===== src/rtl/dac_spi_pkg.sv =====
package dac_spi_pkg;
  localparam int FRAME_W = 24;
  localparam int ADDR_W  = 5;
  localparam int DATA_W  = 16;
  localparam int SEL_W   = 3;
  localparam int PAY_W   = DATA_W - SEL_W;
  localparam logic [FRAME_W-1:0] NOOP_WORD = 24'h1CE000;
  localparam logic [ADDR_W-1:0]  CTRL_BASE = 5'h1C;

  typedef struct packed {
    logic load;      // load a new frame into the shifter
    logic loadNoop;  // with load: use the no-op word
    logic run;       // chip select active, clock running
    logic capture;   // latch the received low half
  } dp_cmd_t;

  function automatic logic [FRAME_W-1:0] buildFrame(
      input logic isWrite, input logic isCtrl, input logic [SEL_W-1:0] sel,
      input logic [ADDR_W-1:0] addr, input logic [DATA_W-1:0] data);
    logic [ADDR_W-1:0] a;
    logic [DATA_W-1:0] d;
    if (!isWrite) begin
      a = addr;
      d = '0;
    end else if (isCtrl) begin
      a = CTRL_BASE | {3'b000, addr[1:0]};
      d = {sel, data[PAY_W-1:0]};
    end else begin
      a = addr;
      d = data;
    end
    return {~isWrite, 2'b00, a, d};
  endfunction
endpackage


===== src/rtl/dac_spi_datapath.sv =====
module dac_spi_datapath
  import dac_spi_pkg::*;
#(
  parameter int HALF_DIV = 2
) (
  input  logic              clk,
  input  logic              rstN,
  input  dp_cmd_t           cmd,
  input  logic              reqWrite,
  input  logic              reqCtrl,
  input  logic [SEL_W-1:0]  reqSel,
  input  logic [ADDR_W-1:0] reqAddr,
  input  logic [DATA_W-1:0] reqData,
  input  logic              miso,
  output logic              sclk,
  output logic              mosi,
  output logic              frameEnd,
  output logic [DATA_W-1:0] rdData
);
  localparam int DIV_W = $clog2(HALF_DIV + 1);
  localparam int BIT_W = $clog2(FRAME_W);

  logic [FRAME_W-1:0] txShift, rxShift;
  logic [DIV_W-1:0]   divCnt;
  logic [BIT_W-1:0]   bitCnt;
  logic               halfTick;

  assign halfTick = (divCnt == DIV_W'(HALF_DIV - 1));
  assign frameEnd = cmd.run && sclk && halfTick && (bitCnt == BIT_W'(FRAME_W - 1));
  assign mosi     = txShift[FRAME_W-1];

  always_ff @(posedge clk) begin
    if (!rstN) begin
      txShift <= '0;
      rxShift <= '0;
      divCnt  <= '0;
      bitCnt  <= '0;
      sclk    <= 1'b0;
      rdData  <= '0;
    end else begin
      if (cmd.load) begin
        txShift <= cmd.loadNoop ? NOOP_WORD
                                : buildFrame(reqWrite, reqCtrl, reqSel, reqAddr, reqData);
        divCnt  <= '0;
        bitCnt  <= '0;
        sclk    <= 1'b0;
      end else if (cmd.run) begin
        if (halfTick) begin
          divCnt <= '0;
          if (!sclk) begin
            sclk    <= 1'b1;
            rxShift <= {rxShift[FRAME_W-2:0], miso};
          end else begin
            sclk    <= 1'b0;
            txShift <= {txShift[FRAME_W-2:0], 1'b0};
            bitCnt  <= bitCnt + 1'b1;
          end
        end else begin
          divCnt <= divCnt + 1'b1;
        end
      end else begin
        divCnt <= '0;
        sclk   <= 1'b0;
      end
      if (cmd.capture) rdData <= rxShift[DATA_W-1:0];
    end
  end
endmodule


===== src/rtl/dac_spi_ctrl.sv =====
module dac_spi_ctrl
  import dac_spi_pkg::*;
#(
  parameter int HALF_DIV = 2
) (
  input  logic    clk,
  input  logic    rstN,
  input  logic    reqValid,
  input  logic    reqWrite,
  input  logic    frameEnd,
  output dp_cmd_t cmd,
  output logic    busy,
  output logic    done
);
  localparam int GAP_CYC = 4 * HALF_DIV;
  localparam int GAP_W   = $clog2(GAP_CYC + 1);

  typedef enum logic [1:0] {ST_IDLE, ST_FR1, ST_GAP, ST_FR2} state_t;

  state_t           state;
  logic             isRead;
  logic [GAP_W-1:0] gapCnt;
  logic             accept, gapLast;

  assign accept  = reqValid && (state == ST_IDLE);
  assign gapLast = (state == ST_GAP) && (gapCnt == GAP_W'(GAP_CYC - 1));
  assign busy    = (state != ST_IDLE);

  always_comb begin
    cmd.load     = accept || gapLast;
    cmd.loadNoop = (state == ST_GAP);
    cmd.run      = (state == ST_FR1) || (state == ST_FR2);
    cmd.capture  = (state == ST_FR2) && frameEnd;
  end

  always_ff @(posedge clk) begin
    if (!rstN) begin
      state  <= ST_IDLE;
      isRead <= 1'b0;
      gapCnt <= '0;
      done   <= 1'b0;
    end else begin
      done <= 1'b0;
      unique case (state)
        ST_IDLE: if (accept) begin
          state  <= ST_FR1;
          isRead <= !reqWrite;
        end
        ST_FR1: if (frameEnd) begin
          if (isRead) begin
            state  <= ST_GAP;
            gapCnt <= '0;
          end else begin
            state <= ST_IDLE;
            done  <= 1'b1;
          end
        end
        ST_GAP: begin
          gapCnt <= gapCnt + 1'b1;
          if (gapLast) state <= ST_FR2;
        end
        ST_FR2: if (frameEnd) begin
          state <= ST_IDLE;
          done  <= 1'b1;
        end
        default: state <= ST_IDLE;
      endcase
    end
  end
endmodule


===== src/rtl/dac_frame_engine.sv =====
module dac_frame_engine
  import dac_spi_pkg::*;
#(
  parameter int HALF_DIV = 2
) (
  input  logic              clk,
  input  logic              rstN,
  input  logic              reqValid,
  input  logic              reqWrite,
  input  logic              reqCtrl,
  input  logic [SEL_W-1:0]  reqSel,
  input  logic [ADDR_W-1:0] reqAddr,
  input  logic [DATA_W-1:0] reqData,
  output logic              busy,
  output logic              done,
  output logic [DATA_W-1:0] rdData,
  output logic              sclk,
  output logic              csN,
  output logic              mosi,
  input  logic              miso
);
  dp_cmd_t cmd;
  logic    frameEnd;

  dac_spi_ctrl #(.HALF_DIV(HALF_DIV)) u_ctrl (
    .clk(clk), .rstN(rstN), .reqValid(reqValid), .reqWrite(reqWrite),
    .frameEnd(frameEnd), .cmd(cmd), .busy(busy), .done(done)
  );

  dac_spi_datapath #(.HALF_DIV(HALF_DIV)) u_dp (
    .clk(clk), .rstN(rstN), .cmd(cmd), .reqWrite(reqWrite), .reqCtrl(reqCtrl),
    .reqSel(reqSel), .reqAddr(reqAddr), .reqData(reqData), .miso(miso),
    .sclk(sclk), .mosi(mosi), .frameEnd(frameEnd), .rdData(rdData)
  );

  assign csN = !cmd.run;
endmodule


===== config.mk =====
export PLATFORM = sky130hd
export DESIGN_NAME = dac_frame_engine
export DESIGN_NICKNAME = d
export VERILOG_FILES = /design/src/rtl/dac_spi_pkg.sv /design/src/rtl/dac_spi_datapath.sv /design/src/rtl/dac_spi_ctrl.sv /design/src/rtl/dac_frame_engine.sv
export SDC_FILE = /design/constraint.sdc
export NUM_CORES = 1
export LEC_CHECK = 0
export ABC_AREA = 1
export BUFFER_PORTS_ARGS = -buffer_cell sky130_fd_sc_hd__buf_2
export CAP_MARGIN = 10
export CORE_MARGIN = 8
export CORE_UTILIZATION = 45
export CTS_BUF_LIST = sky130_fd_sc_hd__clkbuf_4 sky130_fd_sc_hd__clkbuf_8 sky130_fd_sc_hd__clkbuf_16
export CTS_CLUSTER_DIAMETER = 120
export DETAILED_ROUTE_END_ITERATION = 8
export PLACE_DENSITY = 0.69
export SYNTH_ARGS = -nofsm -noshare
export SYNTH_HDL_FRONTEND = slang
export SYNTH_SLANG_ARGS = --single-unit

===== constraint.sdc =====
create_clock -name clk -period 2.6 [get_ports clk]
set_clock_uncertainty 0.1 [all_clocks]
set_input_delay 0.39 -clock clk [delete_from_list [all_inputs] [get_ports clk]]
set_output_delay 0.39 -clock clk [all_outputs]
set_load 0.02 [all_outputs]

* After elaboration in Yosys (flattened, before gate mapping)
Index checks and enable logic that the tools add are counted.
Word-level totals: bits in registers 72, input port bits 30, output and inout port bits 21, word-level logic and storage cells 77
Operators by class: $add $sub $neg 3, eq/ne operators 11, mux-type cells 23, bitwise operators 5, reduce and logical (&&, ||, !) cells 25
Operators by type and width (count):
- two-way mux 24 bit | 5
- two-way mux 16 bit | 2
- two-way mux 2 bit | 5
- two-way mux 5 bit | 2
- nonzero test 2 bit | 5
- AND reduction 3 bit | 3
- two-way mux 4 bit | 2
- inequality test 2 x 1 -> 1 bit (second input constant) | 4
- case mux 2 bit (4 select lines) | 1
- case mux 4 bit (2 select lines) | 1
- AND reduction 4 bit | 2
- logical AND 1 bit | 6
- adder 5 x 1 -> 5 bit (second input constant) | 1
- equality test 5 bit (second input constant) | 1
- NOT 1 bit | 5
- adder 4 x 1 -> 4 bit (second input constant) | 1
- equality test 2 x 1 -> 1 bit (second input constant) | 2
- equality test 2 bit (second input constant) | 2
- equality test 4 x 3 -> 1 bit (second input constant) | 1
- two-way mux 1 bit | 4
- OR reduction 4 bit | 1
- OR reduction 3 bit | 1
- adder 2 x 1 -> 2 bit (second input constant) | 1
- zero test 1 bit | 2
- 6 further kinds | 7

* Logic depth before layout (Yosys ltp)
Gate-level depths: netlist (run 1).
depth in word-level cells 7, mapped depth 11

* Hierarchy
A second synthesis (run 1) with hierarchy kept.
Unflattened totals: cells, all modules 404, area total of the unflattened synthesis 2985.4 sq um
By module, submodules not included:
- dac_spi_datapath | times used 1, cells an instance 349, area an instance 2601.2 sq um, seq. area each 1281.2 sq um
- dac_spi_ctrl | times used 1, cells an instance 54, area an instance 380.4 sq um, seq. area each 160.2 sq um
- dac_frame_engine | times used 1, cells an instance 1, area an instance 3.8 sq um, seq. area each 0.0 sq um

* Worst setup path before layout (run 1)
Ideal clock, no wire load.
kind register to register, from register with a tool-made name, to register u_dp.txShift[13], setup time 0.132 ns, data arrival time 1.521 ns, path slack 0.847 ns, cell stages (with the launch flop) 10, buffers on the path 1, cell sequence dfxtp_1 -> inv_1 -> ha_1 -> nor2_4 -> nor2_8 -> inv_6 -> buf_4 -> nor2_1 -> o21ai_0 -> a21oi_1
RTL lines:
- end signal, assigned | line dac_spi_datapath.sv:42 | txShift <= cmd.loadNoop ? NOOP_WORD
- end signal, assigned | line dac_spi_datapath.sv:55 | txShift <= {txShift[FRAME_W-2:0], 1'b0};
- end, declared | line dac_spi_datapath.sv:23 | logic [FRAME_W-1:0] txShift, rxShift;

* Final worst setup path (run 1)
from register u_ctrl.state[0], to register u_dp.divCnt[1]
Between the ends: cells in the longest elaborated chain, start to end 4
RTL lines:
- start, declared | line dac_spi_ctrl.sv:20 | state_t state;
- start signal, assigned | line dac_spi_ctrl.sv:38 | state <= ST_IDLE;
- start signal, assigned | line dac_spi_ctrl.sv:46 | state <= ST_FR1;
- start signal, assigned | line dac_spi_ctrl.sv:51 | state <= ST_GAP;
- equality test 2 bit (tied with other cells) | line dac_spi_ctrl.sv:26 | assign gapLast = (state == ST_GAP) && (gapCnt == GAP_W'(GAP_CYC - 1));
- logical AND 1 bit (tied with other cells) | line dac_spi_ctrl.sv:26
- logical OR 1 bit / NOT 1 bit (equally long branches)
- OR reduction 4 bit (no line) (*)
- end signal, assigned | line dac_spi_datapath.sv:59 | divCnt <= divCnt + 1'b1;
- end, declared | line dac_spi_datapath.sv:24 | logic [DIV_W-1:0] divCnt;
Every way passes the cells marked *; elsewhere a longest branch is shown, timed or not. A chain may end at the register's enable or synchronous reset.

==> impl_metrics.csv, run 1 <==
group,metric,value,unit
min_path,hold_end,"u_dp.txShift[16]$_SDFFE_PN0P_",
placed_design,place_congestion,0.831,
layout,final-seq-area,0.00144,sq mm
layout,drive_above_1_share,18.2,%
logic_synthesis,syn_nets,488,
pwr,p_int,1.80,mW
layout,area_growth,14.2,%
timing,tightest_slew,0.743,ns
cts,clkSinkCount,72,
timing,slew_headroom,50.3,%
pwr,switching_share,37.4,%
pwr,ir_worst_vdd,0.000391,V
logic_synthesis,ys_types,32,
cts,htree_levels,3,
global_route,grt_pass1_wl,12500,um
pwr,leakagePower,1.61,nW
critical_path,cp-end-kind,"flop",
global_route,grt_pass1_vias,2796,
placed_design,io_buffers,50,
pwr,clkPwrFrac,29.0,%
timing,grt_setup_unrepaired,"no",
timing,fmax,0.451,GHz
critical_path,startpoint_type,"flop",
floorplanning,core_area,0.00718,sq mm
critical_path,crit_type,"reg -> reg",
layout,antenna_cells,0,
cts,cts_made_buffers,9,
floorplanning,initial_utilization,45.8,%
cts,clk_path_buf_depth,2,
route,drc,0,
floorplanning,fp-row-count,31,
critical_path,reg2reg_depth,9,
route,via_count,2966,
layout,final_util,52.3,%
min_path,holdCritStartpoint,"reqAddr[0]",
logic_synthesis,synth_top_cell_by_area,"dfxtp_1",
layout,nets,534,
floorplanning,die_area,0.0103,sq mm
timing,hold_viol_final,0,
logic_synthesis,yosys_warnings,0,
pwr,combinationalPowerShare,27.4,%
layout,multi_input_comb_area,0.00158,sq mm
global_route,grt_antenna_before_repair,0,
layout,fillers,708,
floorplanning,die_y,101,um
critical_path,reg2reg_slack,0.38,ns
logic_synthesis,synth_seq_cells,72,
route,dr.pass1.iters,4,
timing,period_needed,2.22,ns
pwr,switching_power,1.08,mW
layout,fin_area,0.00375,sq mm
floorplanning,ioPinCount,51,
logic_synthesis,ys_seq_area_share,43.9,%
floorplanning,die_w,101,um
cts,clk_latency,0.36,ns
critical_path,startpoint,"u_ctrl.state[0]$_SDFFE_PN0P_",
critical_path,rr_startpoint,"u_ctrl.state[0]$_SDFFE_PN0P_",
timing,finalSetupTns,0,ns
logic_synthesis,avgSynthCellArea,7.30,sq um
cts,cts_resized,0,
placed_design,dpl_cell_area,0.00357,sq mm
placed_design,dp_hpwl,4960,um
flow_run,maxCapViolCount,0,
cts,cts.root.buffer_cell,"clkbuf_8",
route,vias_per_cell,4.94,
critical_path,worstPathRequired,2.80,ns
route,wl_per_cell,11.9,um
logic_synthesis,synthTopCellsByArea,"dfxtp_1 44%, nor2_1 11%, nand2_1 8.8%",
critical_path,cp.arrival,2.41,ns
timing,drv_slew,0,
global_route,grt_max_degree,38,
min_path,hold_path_class,"in -> reg",
cts,hold_buffers,0,
logic_synthesis,syn_inst,450,
logic_synthesis,netlist_area,0.00329,sq mm
timing,setup_viol,0,
route,wirelength,7130,um
logic_synthesis,synth_top_area_share,43.9,%
pwr,seqPwrFrac,43.7,%
min_path,whs_path_depth,3,
critical_path,path_max_fanout,26,
pwr,powerDensity,767,mW/mm^2
cts,clk_pin_slew_worst_paths,0.08,ns
route,drtIter0Drc,156,
global_route,track_usage,15.1,%
critical_path,r2r_end,"u_dp.divCnt[1]$_SDFF_PP0_",
timing,fin_crit_sh,85.2,%
cts,post-cts-setup-buffers,0,
outcome,outcome,"finished, final reports clean",
cts,tritoncts,"done",
route,drtAntennaViolNets,0,
global_route,grt.overflow.total,0,
Yosys cell counts, drive strengths merged:
cell type and instances:
ha 8, o21bai 1, nor3b 2, nor4 1
a21oi 40, o21ai 32, inv 39, clkbuf 5
nand2 89, nand4 7, o31ai 3, dfxtp 72
nor3 2, or2 1, a21boi 1, nand3 38
buf 12, nor2 97
flip-flops by register name (all words and copies together) (netlist names), named ones only:
register	cells
u_dp.rdData	16
u_ctrl.done	1
u_ctrl.isRead	1
u_dp.bitCnt	5
u_dp.divCnt	2
u_dp.rxShift	16
u_dp.txShift	24
u_dp.sclk	1
u_ctrl.state	1
u_ctrl.gapCnt	4
placed cells by master, fill, tap and decap left out, drive strengths merged:
| cell | n |
|---|---|
| a21boi | 1 |
| a21oi | 40 |
| buf | 52 |
| clkbuf | 9 |
| clkinv | 1 |
| clkinvlp | 2 |
| dfxtp | 72 |
| ha | 8 |
| inv | 43 |
| nand2 | 89 |
| nand3 | 38 |
| nand4 | 7 |
| nor2 | 97 |
| nor3 | 2 |
| nor3b | 2 |
| nor4 | 1 |
| o21ai | 32 |
| o21bai | 1 |
| o31ai | 3 |
| or2 | 1 |
cell families (layout without fill, tap and decap cells):
family	count (synthesis)	count (layout)	share of synthesized area, %
buffers and inverters	56	107	7.96
AND/OR/NAND/NOR	237	237	33.0
adder cells (fa/ha/maj)	8	8	3.05
flip-flops	72	72	43.9
AO/OA/AOI/OAI	77	77	12.1
worst max-delay path by stage:
stage          slack, ns                             to  depth (start not counted)
2_1_floorplan       0.85  u_dp.txShift[13]$_SDFFE_PN0P_                          9
3_3_place_gp        0.50      u_dp.divCnt[1]$_SDFF_PP0_                          9
3_5_place_dp        0.42      u_dp.divCnt[1]$_SDFF_PP0_                          9
4_1_cts             0.40      u_dp.divCnt[1]$_SDFF_PP0_                          9
5_1_grt             0.19   u_dp.txShift[6]$_SDFFE_PN0P_                          9
6_report            0.38      u_dp.divCnt[1]$_SDFF_PP0_                          9
worst max-delay path, cell delays in order (launching register included):
cell and delay, ns:
dfxtp_1 0.43, inv_1 0.12, ha_1 0.35, nand2_1 0.17, nand2_4 0.20, inv_4 0.27, nand2_1 0.21, nor2_1 0.13
nand2_1 0.07, nor2_1 0.08
stage by stage:
step / cells / total power [mW] / worst slack [ns] / hold WS (ns)
final: 600 / 2.88 / 0.385 / 0.185
after global routing: 600 / 3.07 / 0.186 / 0.188
after floorplan: 450 / 1.90 / 0.847 / 0.297
after detailed placement: 584 / 2.07 / 0.421 / 0.315
after global placement: 584 / 2.06 / 0.500 / 0.305
after CTS: 600 / 2.91 / 0.401 / 0.176
metal layers:
metal | routed length [um] | vias up | part of all wire [%] | global-route usage (%)
li1 | - | 1546 | - | -
met1 | 3330 | 1337 | 47 | 18.0
met2 | 3200 | 72 | 45 | 24.1
met3 | 491 | 11 | 6.9 | 5.91
met4 | 102 | 0 | 1.4 | 4.93
met5 | 0 | - | 0 | 0
final cells by class:
cell class                 instances  area share (%)
multi-input combinational        322            42.2
sequential                        72            38.4
timing repair buffer              52            7.07
inverter                          39            4.10
clock buffer                       9            3.30
tap                               99            3.30
clock inverter                     7            1.63
power groups by stage:
stage	Clock [mW]	Sequential, mW	Combinational (mW)
after floorplan	0	1.27	0.624
after global placement	0	1.28	0.779
after detailed placement	0	1.28	0.792
after CTS	0.862	1.26	0.795
after global routing	0.904	1.27	0.902
final	0.835	1.26	0.788
Power figures use the tool's default switching activity.
==> inputs of run 2 (changes only) <==
--- a/config.mk
+++ b/config.mk
@@ -8,6 +8,7 @@
 export ABC_AREA = 1
 export BUFFER_PORTS_ARGS = -buffer_cell sky130_fd_sc_hd__buf_2
 export CAP_MARGIN = 10
+export CORE_ASPECT_RATIO = 1.75
 export CORE_MARGIN = 8
 export CORE_UTILIZATION = 45
 export CTS_BUF_LIST = sky130_fd_sc_hd__clkbuf_4 sky130_fd_sc_hd__clkbuf_8 sky130_fd_sc_hd__clkbuf_16
==> run 2 against run 1 <==
- first-iteration DRC count is 11% higher
- worst hold slack better by 0.0084 ns
- fmax rose by 1.5%
- critical path type unchanged
- critical endpoint unchanged
- highest routed layer unchanged
==> impl_metrics.csv, run 2 (synthesis results as in run 1) <==
group,metric,value,unit
route,drtAntennaViolNets,0,
layout,reg_top3,"u_dp.txShift (24), u_dp.rdData (16), u_dp.rxShift (16)",
cts,htree_levels,3,
global_route,grt.overflow.total,0,
timing,drv_slew,0,
min_path,hold_path_class,"in -> reg",
placed_design,io_buffers,50,
route,wirelength,7280,um
floorplanning,die_y,129,um
layout,largest-register,"u_dp.txShift",
cts,clk_path_buf_depth,2,
timing,hold_viol_final,0,
timing,setup_viol,0,
placed_design,dpl_cell_area,0.00357,sq mm
critical_path,startpoint_type,"flop",
route,vias_per_cell,4.97,
layout,final_common_cell,"nor2_1",
layout,nets,536,
cts,hold_buffers,0,
min_path,whs_path_depth,3,
pwr,powerDensity,869,mW/mm^2
route,drc,0,
critical_path,reg2reg_slack,0.42,ns
cts,cts_resized,0,
min_path,hold_end,"u_dp.txShift[16]$_SDFFE_PN0P_",
global_route,grt_pass1_vias,2795,
global_route,grt_antenna_before_repair,0,
layout,fin_area,0.00389,sq mm
route,via_count,2926,
layout,drive_above_1_share,18.5,%
route,wl_per_cell,12.4,um
timing,grt_setup_unrepaired,"no",
floorplanning,die_area,0.0104,sq mm
cts,cts.root.buffer_cell,"clkbuf_16",
route,drtIter0Drc,173,
critical_path,path_max_fanout,26,
floorplanning,core_area,0.00713,sq mm
critical_path,reg2reg_depth,9,
flow_run,maxCapViolCount,0,
cts,clkSinkCount,72,
placed_design,place_congestion,0.838,
layout,area_growth,18.3,%
layout,fillers,689,
layout,layout_common_cells,"93 x nor2_1, 77 x nand2_1, 72 x dfxtp_1",
global_route,grt_pass1_wl,12200,um
critical_path,cp-end-kind,"flop",
layout,largest_reg_flops,24,
min_path,holdCritStartpoint,"reqAddr[0]",
layout,antenna_cells,0,
placed_design,dp_hpwl,5360,um
timing,whs,0.193,ns
timing,period_needed,2.18,ns
floorplanning,die_w,80.6,um
floorplanning,initial_utilization,46.1,%
critical_path,crit_type,"reg -> reg",
critical_path,cp.arrival,2.35,ns
global_route,track_usage,14.8,%
outcome,outcome,"finished, final reports clean",
global_route,grt_max_degree,28,
cts,tritoncts,"done",
timing,fin_crit_sh,84.0,%
layout,final_util,54.5,%
timing,tightest_slew,0.655,ns
pwr,finalPower,3.38,mW
critical_path,r2r_end,"u_dp.divCnt[1]$_SDFF_PP0_",
route,dr.pass1.iters,4,
cts,cts_made_buffers,9,
timing,finalSetupTns,0,ns
timing,fmax,0.458,GHz
pwr,leakagePower,1.68,nW
timing,slew_headroom,56.2,%
floorplanning,fp-row-count,41,
floorplanning,ioPinCount,51,
critical_path,worstPathRequired,2.77,ns
cts,clk_pin_slew_worst_paths,0.06,ns
cts,clk_latency,0.33,ns
critical_path,rr_startpoint,"u_ctrl.state[0]$_SDFFE_PN0P_",
cts,post-cts-setup-buffers,0,
pwr,ir_worst_vdd,0.000456,V
==> run 2: how the worst max path moves through the flow <==
stage,start,end
5_1_grt,u_ctrl.state[0]$_SDFFE_PN0P_,u_dp.divCnt[1]$_SDFF_PP0_
4_1_cts,u_ctrl.state[0]$_SDFFE_PN0P_,u_dp.divCnt[1]$_SDFF_PP0_
3_5_place_dp,u_ctrl.state[0]$_SDFFE_PN0P_,u_dp.divCnt[1]$_SDFF_PP0_
3_3_place_gp,u_ctrl.state[0]$_SDFFE_PN0P_,u_dp.divCnt[1]$_SDFF_PP0_
6_report,u_ctrl.state[0]$_SDFFE_PN0P_,u_dp.divCnt[1]$_SDFF_PP0_
2_1_floorplan,flop,u_dp.txShift[13]$_SDFFE_PN0P_
==> run 2: through the flow <==
| stage | setup WS (ns) | std cells |
|---|---|---|
| after global routing | 0.197 | 589 |
| after global placement | 0.529 | 573 |
| after CTS | 0.419 | 589 |
| after floorplan | 0.847 | 450 |
| after detailed placement | 0.455 | 573 |
| final | 0.417 | 589 |
==> run 2: power by group <==
part	internal, mW	leakage [nW]	switching (mW)
logic	0.259	0.946	0.554
clock network	0.838	0.148	0.471
registers	1.20	0.583	0.0601
total	2.29	1.68	1.08
==> run 2: layout make-up <==
cell class                      count  area, sq um  area share (%)
Multi-Input combinational cell    322         1580            40.7
Sequential cell                    72         1440            37.1
Tap cell                           86          108            2.77
Clock buffer                        9          225            5.79
Inverter                           39          154            3.96
Clock inverter                      7         96.3            2.48
Timing Repair Buffer               54          280            7.21
==> run 2: critical path, cell delays in order, from the launching register on <==
cell and delay, ns:
dfxtp_1 0.42, inv_1 0.11, ha_1 0.34, nand2_1 0.16, nand2_4 0.20, inv_4 0.26, nand2_1 0.22, nor2_1 0.13
nand2_1 0.07, nor2_1 0.08
==> run 2: routing by layer <==
metal / global-route usage (%) / routed length, um
met5: 0 / 0
met4: 6.57 / 157
met3: 4.37 / 385
met2: 27.3 / 3830
met1: 14.6 / 2910
